--- src/rtl/msi_cap_pkg.sv ---
`timescale 1ns/1ps
package msi_cap_pkg;
   typedef enum logic [1:0] {
      SEL_CAP_LO = 2'd0,
      SEL_CAP_HI = 2'd1,
      SEL_PEND   = 2'd2,
      SEL_ENABLE = 2'd3
   } reg_sel_e;
endpackage

--- src/rtl/msi_cap_regs.sv ---
`timescale 1ns/1ps
// Capture address words and per-vector enable register.
module msi_cap_regs #(
   parameter int REG_W   = 32,
   parameter int NUM_VEC = 32
) (
   input  logic               clk,
   input  logic               rst_n,
   input  logic               wr,
   input  logic [1:0]         sel,
   input  logic [REG_W-1:0]   wdata,
   output logic [REG_W-1:0]   cap_lo,
   output logic [REG_W-1:0]   cap_hi,
   output logic [NUM_VEC-1:0] en
);
   import msi_cap_pkg::*;

   always_ff @(posedge clk or negedge rst_n) begin
      if (!rst_n) begin
         cap_lo <= '0;
         cap_hi <= '0;
         en     <= '0;
      end else if (wr) begin
         case (reg_sel_e'(sel))
            SEL_CAP_LO: cap_lo <= wdata;
            SEL_CAP_HI: cap_hi <= wdata;
            SEL_ENABLE: en     <= wdata[NUM_VEC-1:0];
            default:    ;
         endcase
      end
   end
endmodule

--- src/rtl/msi_cap_match.sv ---
`timescale 1ns/1ps
// Address match and one-hot vector decode of an inbound write.
module msi_cap_match #(
   parameter int REG_W   = 32,
   parameter int DATA_W  = 32,
   parameter int NUM_VEC = 32
) (
   input  logic                 msg_valid,
   input  logic [2*REG_W-1:0]   msg_addr,
   input  logic [DATA_W-1:0]    msg_data,
   input  logic [REG_W-1:0]     cap_lo,
   input  logic [REG_W-1:0]     cap_hi,
   output logic [NUM_VEC-1:0]   set_vec
);
   logic [2*REG_W-1:0] target;
   logic               hit;

   assign target = {cap_hi, cap_lo[REG_W-1:1], 1'b0};
   assign hit    = msg_valid && cap_lo[0] && (msg_addr == target);

   for (genvar i = 0; i < NUM_VEC; i++) begin : g_dec
      assign set_vec[i] = hit && (msg_data == DATA_W'(i));
   end
endmodule

--- src/rtl/msi_cap_pending.sv ---
`timescale 1ns/1ps
// Per-vector pending flags: arrival has priority over write-one clear.
module msi_cap_pending #(
   parameter int NUM_VEC = 32
) (
   input  logic               clk,
   input  logic               rst_n,
   input  logic [NUM_VEC-1:0] set_vec,
   input  logic [NUM_VEC-1:0] clr_vec,
   output logic [NUM_VEC-1:0] pend
);
   for (genvar i = 0; i < NUM_VEC; i++) begin : g_flag
      always_ff @(posedge clk or negedge rst_n) begin
         if (!rst_n)          pend[i] <= 1'b0;
         else if (set_vec[i]) pend[i] <= 1'b1;
         else if (clr_vec[i]) pend[i] <= 1'b0;
      end
   end
endmodule

--- src/rtl/msi_capture_ctrl.sv ---
`timescale 1ns/1ps
module msi_capture_ctrl #(
   parameter int NUM_VEC = 32,
   parameter int REG_W   = 32,
   parameter int DATA_W  = 32,
   parameter int N_IRQ   = 2
) (
   input  logic                 clk,
   input  logic                 rst_n,
   input  logic                 reg_wr,
   input  logic [1:0]           reg_sel,
   input  logic [REG_W-1:0]     reg_wdata,
   output logic [REG_W-1:0]     reg_rdata,
   input  logic                 msg_valid,
   input  logic [2*REG_W-1:0]   msg_addr,
   input  logic [DATA_W-1:0]    msg_data,
   output logic                 irq_a,
   output logic                 irq_b
);
   import msi_cap_pkg::*;

   localparam int ADDR_W = 2 * REG_W;

   if (NUM_VEC > REG_W) begin : g_bad_vec
      $error("NUM_VEC must fit in one register");
   end
   if (N_IRQ != 2) begin : g_bad_irq
      $error("N_IRQ must be 2 to match the port list");
   end
   if (ADDR_W != 64) begin : g_bad_addr
      $error("capture address must be 64 bits");
   end

   logic [REG_W-1:0]   cap_lo_q, cap_hi_q;
   logic [NUM_VEC-1:0] en_q, pend_q, set_vec, clr_vec;
   logic               irq_any;
   logic [N_IRQ-1:0]   irq_vec;

   msi_cap_regs #(.REG_W(REG_W), .NUM_VEC(NUM_VEC)) regs_i (
      .clk(clk), .rst_n(rst_n), .wr(reg_wr), .sel(reg_sel), .wdata(reg_wdata),
      .cap_lo(cap_lo_q), .cap_hi(cap_hi_q), .en(en_q));

   msi_cap_match #(.REG_W(REG_W), .DATA_W(DATA_W), .NUM_VEC(NUM_VEC)) match_i (
      .msg_valid(msg_valid), .msg_addr(msg_addr), .msg_data(msg_data),
      .cap_lo(cap_lo_q), .cap_hi(cap_hi_q), .set_vec(set_vec));

   assign clr_vec = (reg_wr && reg_sel_e'(reg_sel) == SEL_PEND) ?
                    reg_wdata[NUM_VEC-1:0] : '0;

   msi_cap_pending #(.NUM_VEC(NUM_VEC)) pend_i (
      .clk(clk), .rst_n(rst_n), .set_vec(set_vec), .clr_vec(clr_vec), .pend(pend_q));

   always_comb begin
      reg_rdata = '0;
      case (reg_sel_e'(reg_sel))
         SEL_CAP_LO: reg_rdata = cap_lo_q;
         SEL_CAP_HI: reg_rdata = cap_hi_q;
         SEL_PEND:   reg_rdata[NUM_VEC-1:0] = pend_q;
         SEL_ENABLE: reg_rdata[NUM_VEC-1:0] = en_q;
         default:    reg_rdata = '0;
      endcase
   end

   assign irq_any = |(pend_q & en_q);
   for (genvar k = 0; k < N_IRQ; k++) begin : g_irq
      assign irq_vec[k] = irq_any;
   end
   assign irq_a = irq_vec[0];
   assign irq_b = irq_vec[N_IRQ-1];
endmodule

--- config.mk ---
export PLATFORM = sky130hd
export DESIGN_NAME = msi_capture_ctrl
export DESIGN_NICKNAME = d
export VERILOG_FILES = /design/src/rtl/msi_cap_pkg.sv /design/src/rtl/msi_cap_regs.sv /design/src/rtl/msi_cap_match.sv /design/src/rtl/msi_cap_pending.sv /design/src/rtl/msi_capture_ctrl.sv
export SDC_FILE = /design/constraint.sdc
export NUM_CORES = 1
export LEC_CHECK = 0
export BUFFER_PORTS_ARGS = -buffer_cell sky130_fd_sc_hd__clkbuf_2
export CORE_AREA = 4 4 117 119
export CTS_BUF_LIST = sky130_fd_sc_hd__clkbuf_4 sky130_fd_sc_hd__clkbuf_8
export DETAILED_ROUTE_END_ITERATION = 7
export DIE_AREA = 0 0 121 123
export PLACE_DENSITY = 0.9
export SYNTH_ARGS = -nofsm -noshare
export SYNTH_HDL_FRONTEND = slang
export SYNTH_SLANG_ARGS = --single-unit
--- constraint.sdc ---
create_clock -name clk -period 2.4 [get_ports clk]
set_clock_uncertainty 0.05 [all_clocks]
set_input_delay 0.12 -clock clk [delete_from_list [all_inputs] [get_ports clk]]
set_output_delay 0.12 -clock clk [all_outputs]
set_load 0.01 [all_outputs]
==> results of run 1 <==
worst register-to-register path: stages (launching register included):
cell and delay (ps):
dfrtp_1 420, xnor2_1 350, nand4_1 200, nor4_2 390
nand4_2 190, buf_12 200, o31ai_1 310
layout make-up:
type                       count  area share (%)
clock inverter                12            2.13
tap                          172            2.49
multi-input combinational    370            39.8
clock buffer                  20            3.11
timing repair buffer         218            15.4
sequential                   128            37.1
per-stage QoR:
step	instances	hold WS (ps)
after detailed placement	853	129
after global placement	853	119
after global routing	920	94.0
final	920	104
after CTS	920	64.4
after floorplan	530	-226
Yosys cell counts (all sizes together):
library cell  count  area [um2]
a221oi            2        17.5
a22oi            12        90.1
or4               2        15.0
nor2              4        15.0
mux2             96        1080
nor3b             2        20.0
mux4             32         728
buf              16         101
or4bb             1        11.3
dfrtp           128        3200
nor4             10        87.6
a22o              2        17.5
nand4            20         131
clkbuf           16        61.3
or3               2        12.5
nor3              2        15.0
nand4b            2        17.5
xnor2            63         552
and3b             2        17.5
o31ai            32         240
nand3             6        30.0
nand2            72         270
nand3b            4        30.0
nand2b            2        12.5
cell families after synthesis:
group / synth area share, %
AO/OA/AOI/OAI: 5.39
XOR/XNOR: 8.14
AND/OR/NAND/NOR: 10.1
flip-flops: 47.3
buffers and inverters: 2.40
multiplexers: 26.7
state kept, by name (all words and copies together) (netlist names):
| register | cells |
|---|---|
| regs_i.cap_lo | 32 |
| pend_i.pend | 32 |
| regs_i.en | 32 |
| regs_i.cap_hi | 32 |
worst min-delay path by stage:
stage | from | to
6_report | msg_data[2] | pend_i.pend[6]$_DFFE_PN0P_
5_1_grt | msg_data[2] | pend_i.pend[6]$_DFFE_PN0P_
4_1_cts | msg_data[2] | pend_i.pend[6]$_DFFE_PN0P_
3_5_place_dp | rst_n | regs_i.cap_lo[17]$_DFFE_PN0P_
3_3_place_gp | rst_n | regs_i.cap_lo[17]$_DFFE_PN0P_
2_1_floorplan | rst_n | pend_i.pend[0]$_DFFE_PN0P_
per-layer routing:
| metal | vias up | share of wire (%) | track usage [%] |
|---|---|---|---|
| met5 | - | 0 | 0 |
| met3 | 87 | 11 | 8.10 |
| met4 | 0 | 4.9 | 14.0 |
| li1 | 2380 | - | - |
| met1 | 2789 | 36 | 35.5 |
| met2 | 445 | 48 | 49.6 |
power by group:
group	switching, mW	internal (mW)	total (mW)	leakage, nW
clock	0.892	1.20	2.09	0.211
sequential	0.308	2.46	2.77	1.58
combinational	0.648	0.768	1.42	1.91
repair_timing:
| action | 4_1_cts | 5_1_grt |
|---|---|---|
| cloned | 0 | 0 |
| hold buffers | 33 | 0 |
| buffers inserted | 2 | 0 |
| endpoints found under the hold margin | 174 | 0 |
| gates resized for setup | 3 | 1 |
| pin swaps | 3 | 0 |
| endpoints found under the setup margin | 2 | 4 |
==> run summary, run 1 <==
outcome = completed
fmax = 432 MHz
first-pass GRT wire length = 32900 um
1st-iter DRT viols = 751
Worst EP arrival = 2150 ps
critical path's largest stage delay = 450 ps
routability cong. = 0.964
post-synthesis net count = 664
unrepaired setup endpoints after global routing = false
final setup fails = 0
Worst setup endpoint = irq_b
Final Slew Violations = 0
Max-cap violations = 0
filler instances = 837
Total Wirelength = 21500 um
total die area = 14900 um2
Ports = 168
Die H = 123 um
Register Area = 3200 um2
period utilization = 96.5%
Clock H-tree levels = 4
vias in the first global route = 6015
commonest non-fill, non-tap cells in the layout = 166 x clkbuf_2, 128 x dfrtp_1, 96 x mux2_2, 72 x nand2_1, 62 x xnor2_1
vias = 5701
worst hold path stage count = 3
Inserted Diodes = 0
Bufs and invs on worst path = 1
Mapped Avg Cell Area = 12.8 um2
synthesized netlist cell count = 530
Port Buffers = 167
Area Growth Syn to Fin = 27.5%
Yosys reg bits = 128
Final HPWL DP = 15700 um
layout cell share with drive strength beyond 1 = 47.3%
CTS tree = built
critical path startpoint = pend_i.pend[5]$_DFFE_PN0P_
initial antenna violation count = 0
starting density of the core = 53.9%
final worst-path setup slack = 84.2 ps
Final Hold Viols = 0
Slew @ Worst Pin = 841 ps
FF-to-FF path depth = 6
synthesized cell area = 6780 um2
Die X = 121 um
GRT overflow = 0
YS warnings = 0
Yosys cell types = 32
pwr/cell area = 727 nW/um2
worst min-delay path category = input port to flop
Critical Path Fanout Max = 3
DR WL/cell = 23.4 um
Worst path depth = 5
largest net degree at the start of global routing = 59
Worst setup EP type = primary output
core area = 12600 um2
Sinks on Clock Net = 128
crit path time final = 2320 ps
Worst Path Class, Setup = flop to primary output
Root Buffer = clkbuf_8
post-DR vias/cell = 6.20
VDD IR-drop max = 340 uV
length of the first detailed-routing pass in iterations = 6
R2R Path End = pend_i.pend[14]$_DFFE_PN0P_
CP required = 2230 ps
post-route setup TNS = 0 ps
CTS Buf Count = 17
clock-pin slew on the worst setup and hold paths = 80 ps
# DRC = 0
relative slew slack = 43.9%
leading cell type in the layout, fill and taps excluded = clkbuf_2
Final Util = 68.8%
crit-path cells = a22o_1 > a221oi_2 > nand3_1 > or4_4 > clkbuf_2
post-synthesis sequential area ratio = 47.3%
CP Launch Type = flop
antenna-violating nets left = 0
clock buffer depth = 2
multi-input logic area = 3440 um2
final net count = 869
post-placement setup slack = 151 ps
Area after DPL = 7820 um2
Top delay family on crit path = simple AND/OR/NAND/NOR gates
worst reg2reg startpoint = regs_i.cap_lo[6]$_DFFE_PN0P_
flop-to-flop setup slack = 180 ps
cell area after layout = 8640 um2
worst skew pair latency = 460 ps
critical path's slowest cell = or4_4
Site Rows = 41
Pwr Total = 6.28 mW
leakage = 3.70 nW
total track usage = 29.5%
Note: power is estimated with default switching activity, not from simulation.
==> run 2: changes to the inputs <==
--- a/config.mk
+++ b/config.mk
@@ -6,11 +6,13 @@
 export NUM_CORES = 1
 export LEC_CHECK = 0
 export BUFFER_PORTS_ARGS = -buffer_cell sky130_fd_sc_hd__clkbuf_2
-export CORE_AREA = 4 4 117 119
+export CELL_PAD_IN_SITES_DETAIL_PLACEMENT = 0
+export CELL_PAD_IN_SITES_GLOBAL_PLACEMENT = 1
+export CORE_AREA = 4 4 130 132
 export CTS_BUF_LIST = sky130_fd_sc_hd__clkbuf_4 sky130_fd_sc_hd__clkbuf_8
 export DETAILED_ROUTE_END_ITERATION = 7
-export DIE_AREA = 0 0 121 123
-export PLACE_DENSITY = 0.9
+export DIE_AREA = 0 0 134 136
+export PLACE_DENSITY = 0.91
 export SYNTH_ARGS = -nofsm -noshare
 export SYNTH_HDL_FRONTEND = slang
 export SYNTH_SLANG_ARGS = --single-unit
==> run 2 against run 1 <==
  * Core utilization fell by 14 points
  * Combinational power barely moved
  * Register-to-register slack got worse by 30 ps
  * Cell count rose by 4.6%
  * Maximum frequency rose by 0.47%
  * Global-route usage fell by 5.2 points
==> run summary, run 2 (synthesis gave the netlist of run 1 again) <==
outcome = completed
Area Growth Syn to Fin = 27.1%
flop-to-flop setup slack = 150 ps (-30 ps)
filler instances = 1358 (+62%)
antenna-violating nets left = 0 (unchanged)
vias = 5449 (-4.4%)
VDD IR-drop max = 372 uV (+9.5%)
CTS Buf Count = 17 (unchanged)
Register Area = 3200 um2 (unchanged)
hold path start = msg_data[0]
Root Buffer = clkbuf_8
R2R Path End = pend_i.pend[28]$_DFFE_PN0P_
total die area = 18200 um2 (+22%)
relative slew slack = 46.2% (+2.3 points)
layout cell share with drive strength beyond 1 = 46.9% (-0.41 points)
CP required = 2230 ps (about the same)
Die X = 134 um (+11%)
critical path's largest stage delay = 520 ps (+70 ps)
worst min-delay path category = input port to flop
final net count = 867 (-0.23%)
GRT overflow = 0 (unchanged)
Critical Path Fanout Max = 3 (unchanged)
crit-path cells = a22o_1 > a221oi_1 > nand3_1 > or4_4 > clkbuf_2
1st-iter DRT viols = 468 (-38%)
Final Hold Viols = 0 (unchanged)
# DRC = 0 (unchanged)
largest net degree at the start of global routing = 49 (-17%)
Bufs and invs on worst path = 1 (unchanged)
worst hold path stage count = 3 (unchanged)
Clock H-tree levels = 4 (unchanged)
critical path's slowest cell = or4_4
commonest non-fill, non-tap cells in the layout = 166 x clkbuf_2, 128 x dfrtp_1, 96 x mux2_2, 72 x nand2_1, 63 x xnor2_1
post-DR vias/cell = 5.66 (-8.6%)
first-pass GRT wire length = 33300 um (+1.0%)
leakage = 3.68 nW (-0.68%)
unrepaired setup endpoints after global routing = false
hold endpoint = pend_i.pend[31]$_DFFE_PN0P_
clock buffer depth = 2 (unchanged)
clock-pin slew on the worst setup and hold paths = 70 ps (about the same)
Final Slew Violations = 0 (unchanged)
Total Wirelength = 21500 um (-0.25%)
final setup fails = 0 (unchanged)
DR WL/cell = 22.3 um (-4.6%)
fmax = 434 MHz (+0.47%)
Sinks on Clock Net = 128 (unchanged)
Max-cap violations = 0 (unchanged)
Ports = 168 (unchanged)
Top delay family on crit path = simple AND/OR/NAND/NOR gates
Worst setup EP type = primary output
multi-input logic area = 3430 um2 (-0.40%)
Die H = 136 um (+11%)
core area = 15700 um2 (+25%)
leading cell type in the layout, fill and taps excluded = clkbuf_2
Final HPWL DP = 16600 um (+5.7%)
CTS tree = built
Slew @ Worst Pin = 807 ps (-34.8 ps)
routability cong. = 0.936 (-2.9%)
CP Launch Type = flop
Inserted Diodes = 0 (unchanged)
pwr/cell area = 705 nW/um2 (-3.1%)
period utilization = 96.0% (-0.46 points)
Final Util = 54.8% (-14 points)
Worst EP arrival = 2130 ps (-20 ps)
vias in the first global route = 5800 (-3.6%)
total track usage = 24.3% (-5.2 points)
worst skew pair latency = 450 ps (about the same)
crit path time final = 2300 ps (-10.9 ps)
Port Buffers = 167 (unchanged)
length of the first detailed-routing pass in iterations = 4 (-2)
Site Rows = 46 (+12%)
starting density of the core = 43.1% (-11 points)
post-route setup TNS = 0 ps (unchanged)
FF-to-FF path depth = 6 (unchanged)
initial antenna violation count = 0 (unchanged)
worst reg2reg startpoint = regs_i.cap_lo[7]$_DFFE_PN0P_
Worst Path Class, Setup = flop to primary output
## run 2: per-stage QoR
step / worst slack (ps) / cells / power [mW] / hold slack, ps / instance area [um2]
6_report: 95.1 / 962 / 6.07 / 98.5 / 8610
5_1_grt: 14.3 / 962 / 6.33 / 99.9 / 8610
4_1_cts: 83.1 / 962 / 6.11 / 53.8 / 8610
3_5_place_dp: 243 / 897 / 4.14 / 111 / 7860
3_3_place_gp: 324 / 897 / 4.07 / 97.6 / 7860
2_1_floorplan: 615 / 530 / 3.51 / -226 / 6780
## run 2: cell type report
type,instances,share of cell area (%)
flip-flops and latches,128,37.2
repair buffers,216,15.1
clock inverters,12,1.63
clock buffers,20,3.12
multi-input cells,370,39.8
well taps,216,3.14
## run 2: metal layers
metal,global-route usage [%],routed length (um)
met3,5.63,1650
met4,9.37,661
met1,31.6,8600
met2,39.9,10600
met5,0,0
## run 2: where the power goes
part | switching (mW) | internal [mW] | total (mW) | leakage (nW)
clock network | 0.842 | 1.08 | 1.92 | 0.211
registers | 0.294 | 2.47 | 2.76 | 1.58
logic | 0.631 | 0.757 | 1.39 | 1.88
total | 1.77 | 4.30 | 6.07 | 3.68
## run 2: worst max path at each step
stage	from	depth (start not counted)	slack [ps]	end
after global placement	pend_i.pend[7]$_DFFE_PN0P_	5	320	irq_b
final	pend_i.pend[14]$_DFFE_PN0P_	5	100	irq_b
after detailed placement	regs_i.cap_lo[7]$_DFFE_PN0P_	6	240	pend_i.pend[28]$_DFFE_PN0P_
after global routing	pend_i.pend[14]$_DFFE_PN0P_	5	10	irq_b
after floorplan	pend_i.pend[7]$_DFFE_PN0P_	5	620	irq_b
after CTS	pend_i.pend[14]$_DFFE_PN0P_	5	80	irq_b
## run 2: worst register-to-register path, delay by kind of cell, from the launching register on
family | cells | cell delay [ps]
flip-flops | 1 | 410
AO/OA/AOI/OAI | 1 | 290
buffers and inverters | 1 | 240
XOR/XNOR | 1 | 390
AND/OR/NAND/NOR | 3 | 770
## run 2: timing repair
item / CTS / global route
hold buffers: 33 / 0
buffers inserted: 0 / 0
pin swaps: 3 / 1
hold endpoints to repair: 167 / 0
gates resized for setup: 2 / 0
setup endpoints to repair: 2 / 2
